`config.mk`:
```
export PLATFORM = sky130hd
export DESIGN_NAME = card_seq_top
export DESIGN_NICKNAME = d
export VERILOG_FILES = /design/src/rtl/card_seq_pkg.sv /design/src/rtl/card_presence_filter.sv /design/src/rtl/card_phase_timer.sv /design/src/rtl/card_seq_fsm.sv /design/src/rtl/card_seq_top.sv
export SDC_FILE = /design/constraint.sdc
export NUM_CORES = 1
export LEC_CHECK = 0
export ABC_CLOCK_PERIOD_IN_PS = 4700
export BUFFER_PORTS_ARGS = -buffer_cell sky130_fd_sc_hd__buf_2
export CORE_MARGIN = 10
export CORE_UTILIZATION = 39
export CTS_CLUSTER_DIAMETER = 150
export DETAILED_ROUTE_END_ITERATION = 16
export PLACE_DENSITY = 0.61
export SETUP_SLACK_MARGIN = 0.4
export SLEW_MARGIN = 20
export SYNTH_ARGS = -nofsm -noshare
export SYNTH_HDL_FRONTEND = slang
export SYNTH_HIERARCHICAL = 1
export SYNTH_SLANG_ARGS = --single-unit
```
`constraint.sdc`:
```
create_clock -name clk -period 4.7 [get_ports clk]
set_input_delay 0.705 -clock clk [delete_from_list [all_inputs] [get_ports clk]]
set_output_delay 0.705 -clock clk [all_outputs]
set_load 0.02 [all_outputs]
```
`src/rtl/card_seq_pkg.sv`:
```
package card_seq_pkg;

  localparam int PHASE_W = 4;

  typedef enum logic [1:0] {
    ST_IDLE = 2'd0,
    ST_SESS = 2'd1,
    ST_DEAC = 2'd2
  } seq_state_e;

  typedef struct packed {
    logic boost;
    logic vcc;
    logic data;
    logic clk;
    logic rst;
  } card_en_t;

  // Activation milestones, in half-units of T since the start
  localparam logic [PHASE_W-1:0] PH_VCC_ON    = 4'd1;
  localparam logic [PHASE_W-1:0] PH_DATA_ON   = 4'd8;
  localparam logic [PHASE_W-1:0] PH_RST_ON    = 4'd14;
  // Deactivation milestones, in half-units of T since the stop
  localparam logic [PHASE_W-1:0] PH_CLK_OFF   = 4'd1;
  localparam logic [PHASE_W-1:0] PH_DATA_OFF  = 4'd2;
  localparam logic [PHASE_W-1:0] PH_VCC_OFF   = 4'd3;
  localparam logic [PHASE_W-1:0] PH_BOOST_OFF = 4'd10;
  localparam logic [PHASE_W-1:0] PH_MAX       = 4'd15;

  // The clock may start once the data lines are free and the host reset is low;
  // at the reset milestone it starts regardless.
  function automatic logic clk_start_ok(input logic [PHASE_W-1:0] ph, input logic rst_req);
    return (ph >= PH_DATA_ON) && (!rst_req || (ph >= PH_RST_ON));
  endfunction

  function automatic card_en_t sess_enables(input logic [PHASE_W-1:0] ph,
                                            input logic latch, input logic rst_req);
    card_en_t e;
    e.boost = 1'b1;
    e.vcc   = (ph >= PH_VCC_ON);
    e.data  = (ph >= PH_DATA_ON);
    e.clk   = latch | clk_start_ok(ph, rst_req);
    e.rst   = (ph >= PH_RST_ON) & rst_req;
    return e;
  endfunction

  function automatic card_en_t deac_enables(input logic [PHASE_W-1:0] ph,
                                            input logic [PHASE_W-1:0] entry,
                                            input logic latch);
    card_en_t e;
    e.boost = (ph < PH_BOOST_OFF);
    e.vcc   = (entry >= PH_VCC_ON) && (ph < PH_VCC_OFF);
    e.data  = (entry >= PH_DATA_ON) && (ph < PH_DATA_OFF);
    e.clk   = latch && (ph < PH_CLK_OFF);
    e.rst   = 1'b0;
    return e;
  endfunction

endpackage

```
`src/rtl/card_presence_filter.sv`:
```
module card_presence_filter #(
  parameter int DEBOUNCE_TICKS = 20480
) (
  input  logic clk,
  input  logic rst_n,
  input  logic clr,
  input  logic tick,
  input  logic raw,
  output logic present
);
  localparam int CNT_W = $clog2(DEBOUNCE_TICKS + 1);
  localparam logic [CNT_W-1:0] LAST = CNT_W'(DEBOUNCE_TICKS - 1);

  logic [CNT_W-1:0] cnt;

  // Insertion waits out the full window; removal is taken at once.
  always_ff @(posedge clk or negedge rst_n) begin
    if (!rst_n) begin
      cnt     <= '0;
      present <= 1'b0;
    end else if (clr || !raw) begin
      cnt     <= '0;
      present <= 1'b0;
    end else if (!present && tick) begin
      if (cnt == LAST) present <= 1'b1;
      else             cnt     <= cnt + 1'b1;
    end
  end
endmodule

```
`src/rtl/card_phase_timer.sv`:
```
module card_phase_timer
  import card_seq_pkg::*;
#(
  parameter int HALF_T_TICKS = 32
) (
  input  logic               clk,
  input  logic               rst_n,
  input  logic               restart,
  input  logic               tick,
  output logic [PHASE_W-1:0] phase
);
  localparam int SUB_W = $clog2(HALF_T_TICKS + 1);
  localparam logic [SUB_W-1:0] SUB_LAST = SUB_W'(HALF_T_TICKS - 1);

  logic [SUB_W-1:0] sub;
  logic             half_done;

  assign half_done = tick && (sub == SUB_LAST) && (phase != PH_MAX);

  always_ff @(posedge clk or negedge rst_n) begin
    if (!rst_n) begin
      sub   <= '0;
      phase <= '0;
    end else if (restart) begin
      sub   <= '0;
      phase <= '0;
    end else if (half_done) begin
      sub   <= '0;
      phase <= phase + 1'b1;
    end else if (tick && phase != PH_MAX) begin
      sub   <= sub + 1'b1;
    end
  end
endmodule

```
`src/rtl/card_seq_fsm.sv`:
```
module card_seq_fsm
  import card_seq_pkg::*;
(
  input  logic               clk,
  input  logic               rst_n,
  input  logic               clr,
  input  logic               start_n,
  input  logic               rst_req,
  input  logic               present,
  input  logic               fault_any,
  input  logic [PHASE_W-1:0] phase,
  output logic               restart,
  output card_en_t           en,
  output logic               off_n,
  output logic               in_session,
  output logic               in_deact
);
  seq_state_e         state;
  logic               clk_latch;
  logic               flt_latch;
  logic [PHASE_W-1:0] entry_phase;

  logic start_evt, emerg_evt, stop_evt, done_evt;

  assign in_session = (state == ST_SESS);
  assign in_deact   = (state == ST_DEAC);
  assign start_evt  = (state == ST_IDLE) && !start_n && present && !fault_any;
  assign emerg_evt  = in_session && (fault_any || !present);
  assign stop_evt   = in_session && (start_n || fault_any || !present);
  assign done_evt   = in_deact && (phase >= PH_BOOST_OFF);
  assign restart    = start_evt || stop_evt;

  always_ff @(posedge clk or negedge rst_n) begin
    if (!rst_n) begin
      state       <= ST_IDLE;
      clk_latch   <= 1'b0;
      flt_latch   <= 1'b0;
      entry_phase <= '0;
    end else if (clr) begin
      state       <= ST_IDLE;
      clk_latch   <= 1'b0;
      flt_latch   <= 1'b0;
      entry_phase <= '0;
    end else begin
      unique case (state)
        ST_IDLE: begin
          clk_latch <= 1'b0;
          if (start_n)   flt_latch <= 1'b0;
          if (start_evt) state     <= ST_SESS;
        end
        ST_SESS: begin
          clk_latch <= clk_latch | clk_start_ok(phase, rst_req);
          if (stop_evt) begin
            state       <= ST_DEAC;
            entry_phase <= phase;
          end
          if (emerg_evt) flt_latch <= 1'b1;
        end
        ST_DEAC: begin
          if (done_evt) state <= ST_IDLE;
        end
        default: state <= ST_IDLE;
      endcase
    end
  end

  always_comb begin
    en = '0;
    unique case (state)
      ST_SESS: en = sess_enables(phase, clk_latch, rst_req);
      ST_DEAC: en = deac_enables(phase, entry_phase, clk_latch);
      default: en = '0;
    endcase
  end

  assign off_n = present && !flt_latch;
endmodule

```
`src/rtl/card_seq_top.sv`:
```
module card_seq_top
  import card_seq_pkg::*;
#(
  parameter int HALF_T_TICKS   = 32,
  parameter int DEBOUNCE_TICKS = 20480,
  parameter int NUM_FAULTS     = 3
) (
  input  logic                  clk,
  input  logic                  rst_n,
  input  logic                  por_act,
  input  logic                  tick,
  input  logic                  start_n,
  input  logic                  rst_req,
  input  logic                  card_raw,
  input  logic [NUM_FAULTS-1:0] fault_in,
  output logic                  booster_en,
  output logic                  vcc_en,
  output logic                  data_en,
  output logic                  clk_en,
  output logic                  card_rst,
  output logic                  off_n
);
  logic               present;
  logic               fault_any;
  logic               restart;
  logic               in_session;
  logic               in_deact;
  logic [PHASE_W-1:0] phase;
  card_en_t           en;

  assign fault_any = |fault_in;

  card_presence_filter #(.DEBOUNCE_TICKS(DEBOUNCE_TICKS)) u_pres (
    .clk(clk), .rst_n(rst_n), .clr(por_act), .tick(tick),
    .raw(card_raw), .present(present)
  );

  card_phase_timer #(.HALF_T_TICKS(HALF_T_TICKS)) u_timer (
    .clk(clk), .rst_n(rst_n), .restart(restart || por_act),
    .tick(tick), .phase(phase)
  );

  card_seq_fsm u_fsm (
    .clk(clk), .rst_n(rst_n), .clr(por_act), .start_n(start_n),
    .rst_req(rst_req), .present(present), .fault_any(fault_any),
    .phase(phase), .restart(restart), .en(en), .off_n(off_n),
    .in_session(in_session), .in_deact(in_deact)
  );

  assign booster_en = en.boost;
  assign vcc_en     = en.vcc;
  assign data_en    = en.data;
  assign clk_en     = en.clk;
  assign card_rst   = en.rst;
endmodule

```
After elaboration in Yosys (flattened, before gate mapping)
Index checks and enable logic that the tools add are counted.
{"block": "classes", "bitwise": 2, "reduce_logical": 42, "addsub": 3, "eq_ne": 11, "muxes": 26, "magnitude_cmp": 10}
{"cell": "$mux 15", "count": 3}
{"cell": "$mux 4", "count": 5}
{"cell": "$mux 6", "count": 3}
{"cell": "$ge 4x4->1 const B", "count": 4}
{"cell": "$add 15x1->15 const B", "count": 1}
{"cell": "$eq 15x15->1 const B", "count": 1}
{"cell": "$logic_and 1x1->1", "count": 15}
{"cell": "$ne 3x3->1 const B", "count": 4}
{"cell": "$pmux 5 s2", "count": 1}
{"cell": "$reduce_bool 2->1", "count": 5}
{"cell": "$ge 4x1->1 const B", "count": 2}
{"cell": "$lt 4x2->1 const B", "count": 2}
{"cell": "$mux 2", "count": 4}
{"cell": "$logic_or 1x1->1", "count": 7}
{"cell": "$mux 1", "count": 7}
{"cell": "$add 6x1->6 const B", "count": 1}
{"cell": "$eq 6x5->1 const B", "count": 1}
{"cell": "$logic_not 1->1", "count": 6}
{"cell": "$pmux 2 s3", "count": 1}
{"cell": "$reduce_and 2->1", "count": 3}
{"cell": "$reduce_and 3->1", "count": 2}
{"cell": "$reduce_bool 3->1", "count": 2}
{"cell": "$add 4x1->4 const B", "count": 1}
{"cell": "$lt 4x1->1 const B", "count": 1}
{"cell": "other kinds (11)", "count": 12}
{"block": "totals", "register_bits": 34, "elab_cells": 102, "out_inout_bits": 6}

Depth between registers and ports, before layout
{"block": "depth", "ltp_word": 7, "mapped_depth": 8}

By module
The synthesis kept the hierarchy.
{"module": "card_presence_filter", "seq_area_each_um2": 400.4, "area_per_inst_um2": 909.6, "instances": 1, "cells_per_inst": 99}
{"module": "card_phase_timer", "seq_area_each_um2": 250.2, "area_per_inst_um2": 609.3, "instances": 1, "cells_per_inst": 63}
{"module": "card_seq_fsm", "seq_area_each_um2": 200.2, "area_per_inst_um2": 608.1, "instances": 1, "cells_per_inst": 72}
{"module": "card_seq_top", "seq_area_each_um2": 0.0, "area_per_inst_um2": 12.5, "instances": 1, "cells_per_inst": 2}

Worst setup path after synthesis
No wires, ideal clock.
{"block": "synth_timing", "kind": "in2reg", "startpoint": "input port fault_in[1]", "endpoint": "register u_timer.phase[3]", "setup_slack_ns": 2.216, "arrival_time_ns": 2.357, "required_ns": 4.572, "path_stages": 8, "cell_sequence": "or3_1 nor3b_2 nand2_1 o21ai_0 or2_2 clkbuf_1 nor2_1 mux2_1"}
{"block": "synth_between", "elab_chain_cells": 7}
{"item": "start, declared", "line_no": "card_seq_top.sv:15", "source": "input logic [NUM_FAULTS-1:0] fault_in,"}
{"item": "$reduce_or 3->1 *", "line_no": "card_seq_top.sv:31", "source": "assign fault_any = |fault_in;"}
{"item": "$logic_or 1x1->1 (2 in series)", "line_no": "card_seq_fsm.sv:29", "source": "assign stop_evt = in_session && (start_n || fault_any || !present);"}
{"item": "$logic_and 1x1->1", "line_no": "card_seq_fsm.sv:29"}
{"item": "$logic_or 1x1->1 *", "line_no": "card_seq_fsm.sv:31", "source": "assign restart = start_evt || stop_evt;"}
{"item": "via restart", "line_no": "card_seq_top.sv:25", "source": "logic restart;"}
{"item": "$logic_or 1x1->1 *", "line_no": "card_seq_top.sv:39", "source": ".clk(clk), .rst_n(rst_n), .restart(restart || por_act),"}
{"item": "$mux 4 / $reduce_bool 2->1 (equally long branches)"}
{"item": "end signal, assigned", "line_no": "card_phase_timer.sv:29", "source": "phase <= phase + 1'b1;"}
{"item": "end, declared", "line_no": "card_phase_timer.sv:10", "source": "output logic [PHASE_W-1:0] phase"}
The timed path passes the listed nets; every way through them passes the cells marked *.
A chain may end at the register's enable or synchronous reset.

Worst setup path after layout
{"block": "layout_timing", "startpoint": "register u_fsm.state[1]", "endpoint": "output port vcc_en"}
{"block": "layout_between", "elab_chain_cells": 2}
{"item": "start, declared", "line_no": "card_seq_fsm.sv:18", "source": "seq_state_e state;"}
{"item": "start signal, assigned", "line_no": "card_seq_fsm.sv:35", "source": "state <= ST_IDLE;"}
{"item": "start signal, assigned", "line_no": "card_seq_fsm.sv:40", "source": "state <= ST_IDLE;"}
{"item": "start signal, assigned", "line_no": "card_seq_fsm.sv:49", "source": "if (start_evt) state <= ST_SESS;"}
{"item": "$eq 2x1->1"}
{"item": "via in_session", "line_no": "card_seq_top.sv:26", "source": "logic in_session;"}
{"item": "$pmux 5 s2", "line_no": "card_seq_fsm.sv:69", "source": "unique case (state)"}
{"item": "end, declared", "line_no": "card_seq_top.sv:17", "source": "output logic vcc_en,"}
The timed path passes the listed nets, and every way through them passes these cells.

==> flow_summary.yaml <==
outcome:
  outcome: "finished, final reports clean"
grt:
  grt_pass1_wl_um: 8170
  track_usage_pct: 11.3
  antenna_found_initial: 0
  grt_start_max_net_pins: 35
  grt_pass1_vias: 1648
  gr-total-overflow: 0
routing:
  routedWlPerCell_um: 15.2
  viasPerCell: 5.81
  firstDrtPassIters: 4
  drt-total-wl_um: 4850
  dr_total_vias: 1854
  ant_nets: 0
  drc_errors: 0
  drt-initial-drc-count: 66
placed_design:
  gp_congestion: 0.801
  port-buffer-count: 15
  dp_hpwl_um: 3250
  place_ws_ps: 1890
hold_path:
  hold_class: "input port to async pin"
die:
  die_h_um: 94.1
  die_x_um: 94.1
  io_pins: 16
  coreArea_mm2: 0.00520
  initial_core_util_pct: 41.1
  fp.dieArea_mm2: 0.00885
  rows: 26
sta:
  rsz0062_at_grt: "no"
  setup_viol: 0
  max_slew.worst_pin.slew_ps: 795
  finalHoldViolCount: 0
  post-route-period-util_pct: 54.1
  fin_tns_setup_ps: 0
  fmax_mhz: 393
  fin_worst_skew_ps: 9.87
  fin_crit_ps: 2540
  final.setup.worst_slack_ps: 2160
  slew_viol_final: 0
  relSlewSlack_pct: 47.0
synthesis:
  synth_most_common_cell: "dfrtp_1"
  synth_cell_types: 51
  synth_edf_count: 0
  synth_area_mm2: 0.00214
  synth_top_cell_by_area: "dfrtp_1"
  synth_cells: 236
  ys_ff_latch: 34
  synth_top_area_share_pct: 39.8
  synthTopCellsByCount: "dfrtp_1 (34), a21oi_1 (24), nand3_1 (15), nand2_1 (14), o21ai_0 (13)"
  yosys_warnings: 6
  synth_area_leaders: "dfrtp_1 (40%), a21oi_1 (5.6%), or4_1 (4.2%), ha_1 (3.5%), nand3_1 (3.5%)"
  synth_nets: 252
  avgSynthCellArea_um2: 9.07
  synth_ff_type: "dfrtp_1"
  ys_seq_area_share_pct: 39.8
  synth_async_sr_flop_share_pct: 100
power:
  pwr-share-comb_pct: 5.2
  p_per_area_mw_per_mm2: 236
  irDropWorstVdd_mv: 0.174
  switching_share_pct: 23.5
  clockPowerShare_pct: 41.0
  power.switching_uw: 129
  pwr-share-seq_pct: 53.8
  p_int_uw: 421
  power.static_leakage_nw: 0.908
cts:
  cts_hold_buf: 0
  cts_sinks: 34
  htree_levels: 2
  clockBufferDepth: 2
  cts_setup_buffers: 0
  cts-root-buf: "clkbuf_8"
  clk_pin_slew_ps: 70
  cts_buffers: 5
  cts_resized: 0
  clk_latency_ps: 290
  cts_tree: "yes"
setup_path:
  startpoint_type: "flop"
  cp_max_fo: 13
  crit_arrival_ps: 1840
  crit_type: "flop to primary output"
  worst_setup_path_end_kind: "primary output"
  critPathRequiredTime_ps: 3990
layout:
  n_antenna_cell: 0
  fin_nets: 264
  drive_above_1_share_pct: 14.1
  area_growth_pct: 9.18
flow_run:
  maxCapViolCount: 0
## logic make-up after synthesis
family                   synth area share (%)
AND/OR/NAND/NOR                          29.5
AO/OA/AOI/OAI                            19.5
flip-flops                               39.8
buffers and inverters                    4.62
multiplexers                             3.04
adder cells (fa/ha/maj)                  3.51
## state kept, by name, summed over array words and instances (netlist names)
register / flops
u_fsm/clk_latch: 1
u_fsm/entry_phase: 4
u_fsm/flt_latch: 1
u_fsm/state: 2
u_pres/cnt: 15
u_pres/present: 1
u_timer/phase: 4
u_timer/sub: 6
## area by class of cell
cell class / count / area, µm²
clock buffer: 7 / 86.3
clock inverter: 1 / 5.00
fill: 530 / 2870
inverter: 9 / 33.8
multi-input combinational: 182 / 1190
sequential: 34 / 851
tap: 70 / 87.6
timing repair buffer: 16 / 82.6
## stage by stage
| step | hold slack, ps | area (µm²) | util (%) | instances | total power [mW] |
|---|---|---|---|---|---|
| 6_report | 495 | 2340 | 44.9 | 319 | 0.550 |
| 5_1_grt | 550 | 2340 | 44.9 | 319 | 0.575 |
| 4_1_cts | 540 | 2340 | 44.9 | 319 | 0.558 |
| 3_5_place_dp | 540 | 2240 | 43.1 | 311 | 0.331 |
| 3_3_place_gp | 540 | 2240 | 43.1 | 311 | 0.330 |
| 2_1_floorplan | 409 | 2140 | - | 236 | 0.318 |
## path summary, 6_finish.rpt
kind | slack [ps] | cells past startpoint | end | start
max in group asynchronous | 3680 | 1 | u_pres/cnt[1] | rst_n
worst min-delay path | 490 | 1 | u_fsm/state[0] | rst_n
worst max register to register | 2460 | 4 | u_pres/cnt[13] | u_pres/present
min in group clk | 540 | 2 | u_fsm/entry_phase[0] | u_fsm/entry_phase[0]
worst max-delay path | 2160 | 6 | vcc_en | u_fsm/state[1]
worst min register to register | 540 | 2 | u_fsm/entry_phase[0] | u_fsm/entry_phase[0]
## power groups by stage
stage               clock [mW]  sequential [mW]  combinational, mW
floorplan                    0            0.301             0.0164
global placement             0            0.301             0.0290
detailed placement           0            0.301             0.0296
CTS                      0.233            0.296             0.0295
global route             0.247            0.296             0.0325
finish                   0.226            0.296             0.0287
## worst max-delay path, cell delays in order, from the launching register on
cell     delay [ps]
dfrtp_1         430
inv_1            90
ha_1            430
nand2_1         180
nor2_1          140
o21a_1          120
buf_2           160
## cells in the final DEF, fill, tap and decap left out, types with 3 or more instances in the layout
master	count
nor2b_1	8
or3_1	8
o31ai_1	8
nor4_1	6
or4_1	12
clkbuf_8	6
ha_1	6
inv_1	9
nand4_1	6
nand2_1	14
nand2b_1	6
dfrtp_1	34
buf_2	15
nand3_1	15
o21ai_0	13
a21oi_1	24
a31oi_1	3
mux2_1	3
nor2_1	12
## per-layer routing
metal	routed length (µm)	track usage, %	part of all wire (%)
met5	0	0	0
met4	69	4.56	1.4
met3	201	3.20	4.1
met2	2190	16.6	45
met1	2380	15.0	49
(Power assumes the default switching activity.)
